File: src/rtl/fce_pkg.sv
package fce_pkg;

    localparam logic [7:0] CMD_SOF = 8'h55;
    localparam logic [7:0] CMD_EOF = 8'hAA;
    localparam logic [7:0] RSP_SOF = 8'hAA;
    localparam logic [7:0] RSP_EOF = 8'h55;

    localparam logic [7:0] OP_RD  = 8'h10;
    localparam logic [7:0] OP_WR  = 8'h11;
    localparam logic [7:0] OP_RST = 8'h01;

    localparam logic [7:0] ST_RD  = 8'h7F;
    localparam logic [7:0] ST_WR  = 8'h7E;
    localparam logic [7:0] ST_RST = 8'h7D;
    localparam logic [7:0] ST_UNK = 8'hFE;
    localparam logic [7:0] ST_BAD = 8'hFD;

    typedef enum logic [3:0] {
        PS_IDLE,
        PS_CODE,
        PS_ADDR,
        PS_DATA,
        PS_END,
        PS_EXEC,
        PS_CAPT,
        PS_SEND,
        PS_DRAIN
    } pstate_t;

    typedef enum logic [2:0] {
        RK_READ,
        RK_WRITE,
        RK_RESET,
        RK_UNK,
        RK_BAD
    } rkind_t;

endpackage

File: src/rtl/fce_cmd_parser.sv
module fce_cmd_parser
    import fce_pkg::*;
#(
    parameter int ADDR_W  = 16,
    parameter int DATA_W  = 32,
    parameter int RSP_MAX = 9,
    parameter int LEN_W   = 4
) (
    input  logic                          clk,
    input  logic                          rst_n,
    input  logic                          in_valid,
    output logic                          in_ready,
    input  logic [7:0]                    in_data,
    output logic                          bus_cs,
    output logic                          bus_we,
    output logic [ADDR_W-1:0]             bus_addr,
    output logic [DATA_W-1:0]             bus_wdata,
    input  logic [DATA_W-1:0]             bus_rdata,
    output logic                          core_rst,
    output logic                          rsp_load,
    output logic [RSP_MAX-1:0][7:0]       rsp_bytes,
    output logic [LEN_W-1:0]              rsp_len,
    input  logic                          tx_busy
);

    localparam int AB    = ADDR_W / 8;
    localparam int DB    = DATA_W / 8;
    localparam int CNT_W = $clog2(AB + DB + 1);

    typedef struct packed {
        pstate_t           st;
        rkind_t            rk;
        logic [7:0]        code;
        logic [ADDR_W-1:0] addr;
        logic [DATA_W-1:0] wdata;
        logic [DATA_W-1:0] rdata;
        logic [CNT_W-1:0]  cnt;
    } pctx_t;

    pctx_t cur_q, nxt_d;
    logic  fire;

    always_comb begin
        nxt_d    = cur_q;
        in_ready = (cur_q.st == PS_IDLE) || (cur_q.st == PS_CODE) ||
                   (cur_q.st == PS_ADDR) || (cur_q.st == PS_DATA) ||
                   (cur_q.st == PS_END);
        fire     = in_valid && in_ready;
        bus_cs   = 1'b0;
        bus_we   = 1'b0;
        core_rst = 1'b0;
        rsp_load = 1'b0;

        case (cur_q.st)
            PS_IDLE: begin
                if (fire && (in_data == CMD_SOF)) nxt_d.st = PS_CODE;
            end
            PS_CODE: begin
                if (fire) begin
                    nxt_d.code = in_data;
                    nxt_d.cnt  = '0;
                    if ((in_data == OP_RD) || (in_data == OP_WR)) begin
                        nxt_d.st = PS_ADDR;
                    end else if (in_data == OP_RST) begin
                        nxt_d.st = PS_END;
                    end else begin
                        nxt_d.rk = RK_UNK;
                        nxt_d.st = PS_SEND;
                    end
                end
            end
            PS_ADDR: begin
                if (fire) begin
                    nxt_d.addr = (cur_q.addr << 8) | ADDR_W'(in_data);
                    nxt_d.cnt  = cur_q.cnt + 1'b1;
                    if (cur_q.cnt == CNT_W'(AB - 1)) begin
                        nxt_d.cnt = '0;
                        nxt_d.st  = (cur_q.code == OP_WR) ? PS_DATA : PS_END;
                    end
                end
            end
            PS_DATA: begin
                if (fire) begin
                    nxt_d.wdata = (cur_q.wdata << 8) | DATA_W'(in_data);
                    nxt_d.cnt   = cur_q.cnt + 1'b1;
                    if (cur_q.cnt == CNT_W'(DB - 1)) begin
                        nxt_d.cnt = '0;
                        nxt_d.st  = PS_END;
                    end
                end
            end
            PS_END: begin
                if (fire) begin
                    if (in_data == CMD_EOF) begin
                        nxt_d.st = PS_EXEC;
                    end else begin
                        nxt_d.rk = RK_BAD;
                        nxt_d.st = PS_SEND;
                    end
                end
            end
            PS_EXEC: begin
                if (cur_q.code == OP_RD) begin
                    bus_cs   = 1'b1;
                    nxt_d.st = PS_CAPT;
                end else if (cur_q.code == OP_WR) begin
                    bus_cs   = 1'b1;
                    bus_we   = 1'b1;
                    nxt_d.rk = RK_WRITE;
                    nxt_d.st = PS_SEND;
                end else begin
                    core_rst = 1'b1;
                    nxt_d.rk = RK_RESET;
                    nxt_d.st = PS_SEND;
                end
            end
            PS_CAPT: begin
                nxt_d.rdata = bus_rdata;
                nxt_d.rk    = RK_READ;
                nxt_d.st    = PS_SEND;
            end
            PS_SEND: begin
                rsp_load = 1'b1;
                nxt_d.st = PS_DRAIN;
            end
            PS_DRAIN: begin
                if (!tx_busy) nxt_d.st = PS_IDLE;
            end
            default: nxt_d.st = PS_IDLE;
        endcase
    end

    always_comb begin
        rsp_bytes    = '0;
        rsp_len      = '0;
        rsp_bytes[0] = RSP_SOF;
        case (cur_q.rk)
            RK_READ: begin
                rsp_bytes[1] = ST_RD;
                for (int i = 0; i < AB; i++)
                    rsp_bytes[2+i] = cur_q.addr[ADDR_W-1-8*i -: 8];
                for (int j = 0; j < DB; j++)
                    rsp_bytes[2+AB+j] = cur_q.rdata[DATA_W-1-8*j -: 8];
                rsp_bytes[2+AB+DB] = RSP_EOF;
                rsp_len = LEN_W'(3 + AB + DB);
            end
            RK_WRITE: begin
                rsp_bytes[1] = ST_WR;
                for (int i = 0; i < AB; i++)
                    rsp_bytes[2+i] = cur_q.addr[ADDR_W-1-8*i -: 8];
                rsp_bytes[2+AB] = RSP_EOF;
                rsp_len = LEN_W'(3 + AB);
            end
            RK_RESET: begin
                rsp_bytes[1] = ST_RST;
                rsp_bytes[2] = RSP_EOF;
                rsp_len = LEN_W'(3);
            end
            default: begin
                rsp_bytes[1] = (cur_q.rk == RK_UNK) ? ST_UNK : ST_BAD;
                rsp_bytes[2] = cur_q.code;
                rsp_bytes[3] = RSP_EOF;
                rsp_len = LEN_W'(4);
            end
        endcase
    end

    assign bus_addr  = cur_q.addr;
    assign bus_wdata = cur_q.wdata;

    always_ff @(posedge clk) begin
        if (!rst_n) cur_q <= '0;
        else        cur_q <= nxt_d;
    end

endmodule

File: src/rtl/fce_resp_tx.sv
module fce_resp_tx #(
    parameter int RSP_MAX = 9,
    parameter int LEN_W   = 4
) (
    input  logic                    clk,
    input  logic                    rst_n,
    input  logic                    rsp_load,
    input  logic [RSP_MAX-1:0][7:0] rsp_bytes,
    input  logic [LEN_W-1:0]        rsp_len,
    output logic                    tx_busy,
    output logic                    out_valid,
    input  logic                    out_ready,
    output logic [7:0]              out_data
);

    typedef struct packed {
        logic                    busy;
        logic [RSP_MAX-1:0][7:0] bytes;
        logic [LEN_W-1:0]        len;
        logic [LEN_W-1:0]        idx;
    } tctx_t;

    tctx_t cur_q, nxt_d;

    always_comb begin
        nxt_d     = cur_q;
        tx_busy   = cur_q.busy;
        out_valid = cur_q.busy;
        out_data  = cur_q.bytes[cur_q.idx];
        if (rsp_load) begin
            nxt_d.busy  = 1'b1;
            nxt_d.bytes = rsp_bytes;
            nxt_d.len   = rsp_len;
            nxt_d.idx   = '0;
        end else if (cur_q.busy && out_ready) begin
            if (cur_q.idx == cur_q.len - 1'b1) nxt_d.busy = 1'b0;
            else                               nxt_d.idx  = cur_q.idx + 1'b1;
        end
    end

    always_ff @(posedge clk) begin
        if (!rst_n) cur_q <= '0;
        else        cur_q <= nxt_d;
    end

endmodule

File: src/rtl/frame_cmd_engine.sv
module frame_cmd_engine #(
    parameter int ADDR_W = 16,
    parameter int DATA_W = 32
) (
    input  logic              clk,
    input  logic              rst_n,
    input  logic              in_valid,
    output logic              in_ready,
    input  logic [7:0]        in_data,
    output logic              out_valid,
    input  logic              out_ready,
    output logic [7:0]        out_data,
    output logic              bus_cs,
    output logic              bus_we,
    output logic [ADDR_W-1:0] bus_addr,
    output logic [DATA_W-1:0] bus_wdata,
    input  logic [DATA_W-1:0] bus_rdata,
    output logic              core_rst
);

    localparam int RSP_MAX = 3 + ADDR_W / 8 + DATA_W / 8;
    localparam int LEN_W   = $clog2(RSP_MAX + 1);

    logic                    rsp_load;
    logic [RSP_MAX-1:0][7:0] rsp_bytes;
    logic [LEN_W-1:0]        rsp_len;
    logic                    tx_busy;

    fce_cmd_parser #(
        .ADDR_W (ADDR_W),
        .DATA_W (DATA_W),
        .RSP_MAX(RSP_MAX),
        .LEN_W  (LEN_W)
    ) u_parser (
        .clk      (clk),
        .rst_n    (rst_n),
        .in_valid (in_valid),
        .in_ready (in_ready),
        .in_data  (in_data),
        .bus_cs   (bus_cs),
        .bus_we   (bus_we),
        .bus_addr (bus_addr),
        .bus_wdata(bus_wdata),
        .bus_rdata(bus_rdata),
        .core_rst (core_rst),
        .rsp_load (rsp_load),
        .rsp_bytes(rsp_bytes),
        .rsp_len  (rsp_len),
        .tx_busy  (tx_busy)
    );

    fce_resp_tx #(
        .RSP_MAX(RSP_MAX),
        .LEN_W  (LEN_W)
    ) u_tx (
        .clk      (clk),
        .rst_n    (rst_n),
        .rsp_load (rsp_load),
        .rsp_bytes(rsp_bytes),
        .rsp_len  (rsp_len),
        .tx_busy  (tx_busy),
        .out_valid(out_valid),
        .out_ready(out_ready),
        .out_data (out_data)
    );

endmodule

File: config.mk
export PLATFORM = sky130hd
export DESIGN_NAME = frame_cmd_engine
export DESIGN_NICKNAME = d
export VERILOG_FILES = /design/src/rtl/fce_pkg.sv /design/src/rtl/fce_cmd_parser.sv /design/src/rtl/fce_resp_tx.sv /design/src/rtl/frame_cmd_engine.sv
export SDC_FILE = /design/constraint.sdc
export NUM_CORES = 1
export LEC_CHECK = 0
export ABC_AREA = 1
export BUFFER_PORTS_ARGS = -buffer_cell sky130_fd_sc_hd__buf_2
export CAP_MARGIN = 5
export CORE_MARGIN = 5
export CORE_UTILIZATION = 29
export CTS_CLUSTER_DIAMETER = 100
export CTS_CLUSTER_SIZE = 8
export DETAILED_ROUTE_END_ITERATION = 8
export PLACE_DENSITY = 0.52
export SETUP_SLACK_MARGIN = 0.15
export SYNTH_ARGS = -nofsm -noshare
export SYNTH_HDL_FRONTEND = slang
export SYNTH_SLANG_ARGS = --single-unit
File: constraint.sdc
create_clock -name clk -period 1.9 [get_ports clk]
set_input_delay 0.095 -clock clk [delete_from_list [all_inputs] [get_ports clk]]
set_output_delay 0.095 -clock clk [all_outputs]
set_load 0.01 [all_outputs]
== After elaboration in Yosys (flattened, before gate mapping) ==
Index checks and enable logic that the tools add are counted.
Cells by class
  reduce and logical (&&, ||, !) cells: 24
  $lt $le $gt $ge: 1
  muxes and demuxes: 46
  equality and inequality tests: 33
  bitwise operators: 4
  $add $sub $neg: 3
Operator list (number)
  16-bit case mux with 3 select lines: 1
  4-bit case mux with 9 select lines: 1
  8-bit binary-select mux with 4-bit select: 1
  8-bit by 5-bit == test with 1-bit output, second input constant: 4
  4-bit two-way mux: 8
  32-bit by 8-bit OR with 32-bit output: 1
  8-bit case mux with 2 select lines: 2
  31-bit two-way mux: 1
  3-bit two-way mux: 10
  4-bit by 3-bit == test with 1-bit output, second input constant: 4
  2-bit != test, second input constant: 8
  16-bit by 8-bit OR with 16-bit output: 1
  15-bit two-way mux: 1
  1-bit two-way mux: 12
  3-bit case mux with 4 select lines: 1
  4-bit case mux with 3 select lines: 1
  2-bit AND reduction: 5
  3-bit by 2-bit == test with 1-bit output, second input constant: 3
  3-bit case mux with 3 select lines: 1
  4-bit by 2-bit == test with 1-bit output, second input constant: 2
  8-bit by 1-bit == test with 1-bit output, second input constant: 1
  8-bit by 7-bit == test with 1-bit output, second input constant: 1
  8-bit == test, second input constant: 1
  2-bit two-way mux: 4
  other kinds (23): 36
Word-level totals
  logic and storage cells: 130
  output and inout bits: 61
  input bits: 44
  register bits after elaboration: 172

== Longest topological paths before layout ==
  word-level depth: 9
  mapped depth: 12
  gate-level depth less buffers: 12

== Modules after synthesis ==
A second synthesis with hierarchy kept.
Unflattened totals
  cells, all modules: 1208
  area total of the unflattened synthesis: 8491.9 um^2
Modules (own cells, without submodules)
  fce_cmd_parser: cells each 706, instances 1, area each 4895.9 um^2, seq. area each 1961.9 um^2
  fce_resp_tx: cells each 502, instances 1, area each 3595.9 um^2, seq. area each 1621.6 um^2

== Worst setup path after synthesis ==
OpenSTA, ideal clock, no wires.
  path kind: reg-to-output
  start point: register u_tx.cur_q[0] (netlist bit)
  end point: output out_data[1]
  required time: 1.805 ns
  cell stages (with the launch flop): 8
  slack: 0.462 ns
  buffers on the path: 1
  arrival time: 1.343 ns
  cells stage by stage: dfxtp_1 -> inv_1 -> nor2_1 -> buf_2 -> nand2_1 -> o211ai_1 -> a21oi_1 -> nor3_1
Between the ends
  word-level cells in the longest chain between the ends: 2
Ends and longest elaborated chain
  start: declaration: line fce_resp_tx.sv:23  | tctx_t cur_q, nxt_d;
  start signal: assignment: line fce_resp_tx.sv:43  | else cur_q <= nxt_d;
  8-bit binary-select mux with 4-bit select: line fce_resp_tx.sv:29  | out_data = cur_q.bytes[cur_q.idx];
  8-bit two-way mux (not written as such): line fce_resp_tx.sv:29
  end: declaration: line frame_cmd_engine.sv:12  | output logic [7:0] out_data,
No other way between the ends. The select of a mux whose other input is x is not followed.

== Final worst setup path ==
  start point: register u_tx.cur_q[0] (netlist bit)
  end point: output out_data[5]
The elaborated chain is that of the path after synthesis.

==> metrics <==
I/O pin total 105; DRT iter0 DRCs 303; synth warn 0; CP Capture Type output port; WHS Path Cells 3; drt total wl 20040 um; worst-path cell chain inv_6 > buf_8 > buf_6 > o211ai_1 > a21oi_1 > nor3_1 > buf_2; Root Buffer clkbuf_16; max incr delay on CP 0.38 ns; Hold WC Path Type in2reg; DR vias/cell 4.602; final hold slack -0.0004497 ns; Cell Area, Placed 7600 um^2; Final Cycle Share 1.012; Row Count 57; crit path buf inv count 4; number of synthesized flops with an enable pin 0; Filler Cell Count 2632; clock sink count 159; Die ar. 27540 um^2; Commonest cells post-synth nand2_1, dfxtp_1, a21oi_1, o21ai_0, inv_1; fmax 0.5200 GHz; #FFs+latches synth 159; Design Area, Final 8822 um^2; TritonCTS clock tree done; first-pass GRT wire length 31870 um; Post-DP HPWL 13800 um; Routed WL per cell 14.39 um; initial antenna violation count 0; area added between synthesis and finish 25.06%; Final Max Slew Viols 0; RD Place Congestion 0.8556; CTS buffer count 17; fraction of layout cells with a size suffix above 1 0.1955; Hold Crit Start bus_rdata[30]; core box area 24110 um^2; Worst Hold Endpoint u_parser.cur_q[33]; Syn Nets 1014; Layout Nets 1106; sequential group share of total power 0.446; CP arrival 1.83 ns; die height 166.0 um; GRT Total Usage 0.1406; synth top area cells dfxtp_1, nand2_1, a21oi_1; Pint 5801 uW; worst clock skew 0.01016 ns; Lkg Pwr 0.003636 uW; Worst R2R Path Depth 9; Critical Path RT 1.80 ns; outcome complete, but fails checks; RSZ-0062 raised after global routing yes; Post-Place Worst Slack 0.2058 ns; Cells after DPL 1315; Reg clk slew, reported paths 0.07 ns; PwrDens 866.9 nW/um^2; post-synth top area share 0.4512; vias post-DR 6411; unique cell type count in the Yosys netlist 29; worst-path fanout max 5; CP top delay family buffers and inverters; final hold viol count 1; Slew @ Worst Pin 0.6449 ns; r2r setup slk 0.30 ns; H-tree depth 4; Detailed Routing Iterations Pass 1 5; setup violators final 2; clock power share 0.489; leading area contributor after synthesis dfxtp_1; Worst VDD drop 0.4607 mV; Slew headroom 0.5701; clock tree buffer depth 2; Logic pwr share 0.065; cells after synthesis 964; Clock Latency Late Sink 0.42 ns; Synth Flop Type dfxtp_1; CP Launch Point u_tx.cur_q[0]; Switching Share 0.2415; ant diodes 0; FFs w/ async S/R, synth 0; pin count of the biggest net entering global routing 73; Power, Total 7648 uW; setup ws final -0.02302 ns; Mapped Avg Cell Area 7.318 um^2; non-filler cells in the finished layout 1393; PortBufs 104; Reg-to-Reg End u_tx.cur_q[0]; Initial Utilization 0.2926; DRT antenna net count 0; synthesized area 7054 um^2; count leader, synth nand2_1; Seq/Total Area, Yosys 0.4512; critical path class reg2out; max-cap viol count 0; CP Launch Type register; vias in the first global route 6051; global route overflow 0; Tmin final 1.923 ns; failing checks hold timing, setup timing; DRC Markers 0; Reg-to-Reg Start u_tx.cur_q[4]; NetSw 1847 uW; DIE WIDTH 166.0 um; Worst path slowest cell dfxtp_4
==> cell usage in the layout (no fill, tap or decap), types with 24 or more instances in the layout <==
master / n
dfxtp_1: 154
dlygate4sd3_1: 33
o21ai_0: 104
nand3_1: 59
buf_4: 24
nand2_1: 156
inv_1: 103
buf_2: 103
nor2_1: 67
a21oi_1: 118
==> cells by family after synthesis <==
group                    share of synthesized area
buffers and inverters                       0.1407
flip-flops                                  0.4512
AO/OA/AOI/OAI                               0.2036
XOR/XNOR                                  0.004966
adder cells (fa/ha/maj)                    0.01064
AND/OR/NAND/NOR                             0.1889
==> flip-flops by register name (all words and copies together), names as in the netlist <==
register / count
u_parser.bus_addr: 16
u_parser.bus_wdata: 32
u_tx.out_valid: 1
u_tx.cur_q: 60
u_parser.cur_q: 50
==> worst min-delay path: stages <==
cell and delay [ns]:
buf_2 0.07, o21ai_0 0.11, nor2_1 0.10
==> per-stage QoR <==
stage                 util  setup TNS, ns
global route        0.3660        -0.7224
global placement    0.3153              0
floorplan                -              0
finish              0.3660       -0.04127
CTS                 0.3616        -0.1225
detailed placement  0.3153              0
==> power by group through the flow <==
| stage | Clock, uW | Combinational [uW] | Sequential, uW |
|---|---|---|---|
| 2_1_floorplan | 0 | 308 | 3470 |
| 3_3_place_gp | 0 | 442 | 3480 |
| 3_5_place_dp | 0 | 440 | 3490 |
| 4_1_cts | 3840 | 498 | 3410 |
| 5_1_grt | 3970 | 566 | 3410 |
| 6_report | 3740 | 499 | 3410 |
==> routing by layer <==
metal | wire [um] | GRT usage
met3 | 1041 | 0.03856
met5 | 0 | 0
met2 | 9417 | 0.2299
met4 | 453 | 0.05022
met1 | 9130 | 0.1788
==> worst max path at each step <==
stage	endpoint	slack [ns]	cells past startpoint
floorplan	out_data[1]	0.46	7
global placement	out_data[7]	0.22	7
detailed placement	out_data[7]	0.21	7
CTS	out_data[7]	-0.04	9
global route	out_data[1]	-0.13	9
finish	out_data[5]	-0.02	7
==> area by class of cell <==
type | instances | area (um^2) | area share
Clock buffer | 17 | 425.4 | 0.04822
Clock inverter | 15 | 220.2 | 0.02496
Inverter | 111 | 421.7 | 0.04779
Multi-Input combinational cell | 596 | 2962 | 0.3357
Sequential cell | 159 | 3192 | 0.3618
Tap cell | 324 | 405.4 | 0.04595
Timing Repair Buffer | 171 | 1196 | 0.1356
==> timing repair <==
item                                    CTS  global route
buffers inserted                          8             3
endpoints found under the hold margin    36             0
endpoints found under the setup margin   11            49
pin swaps                                 4            14
gates resized for setup                  20            29
cloned                                    1             1
hold buffers                             33             0
Power figures use the tool's default switching activity.
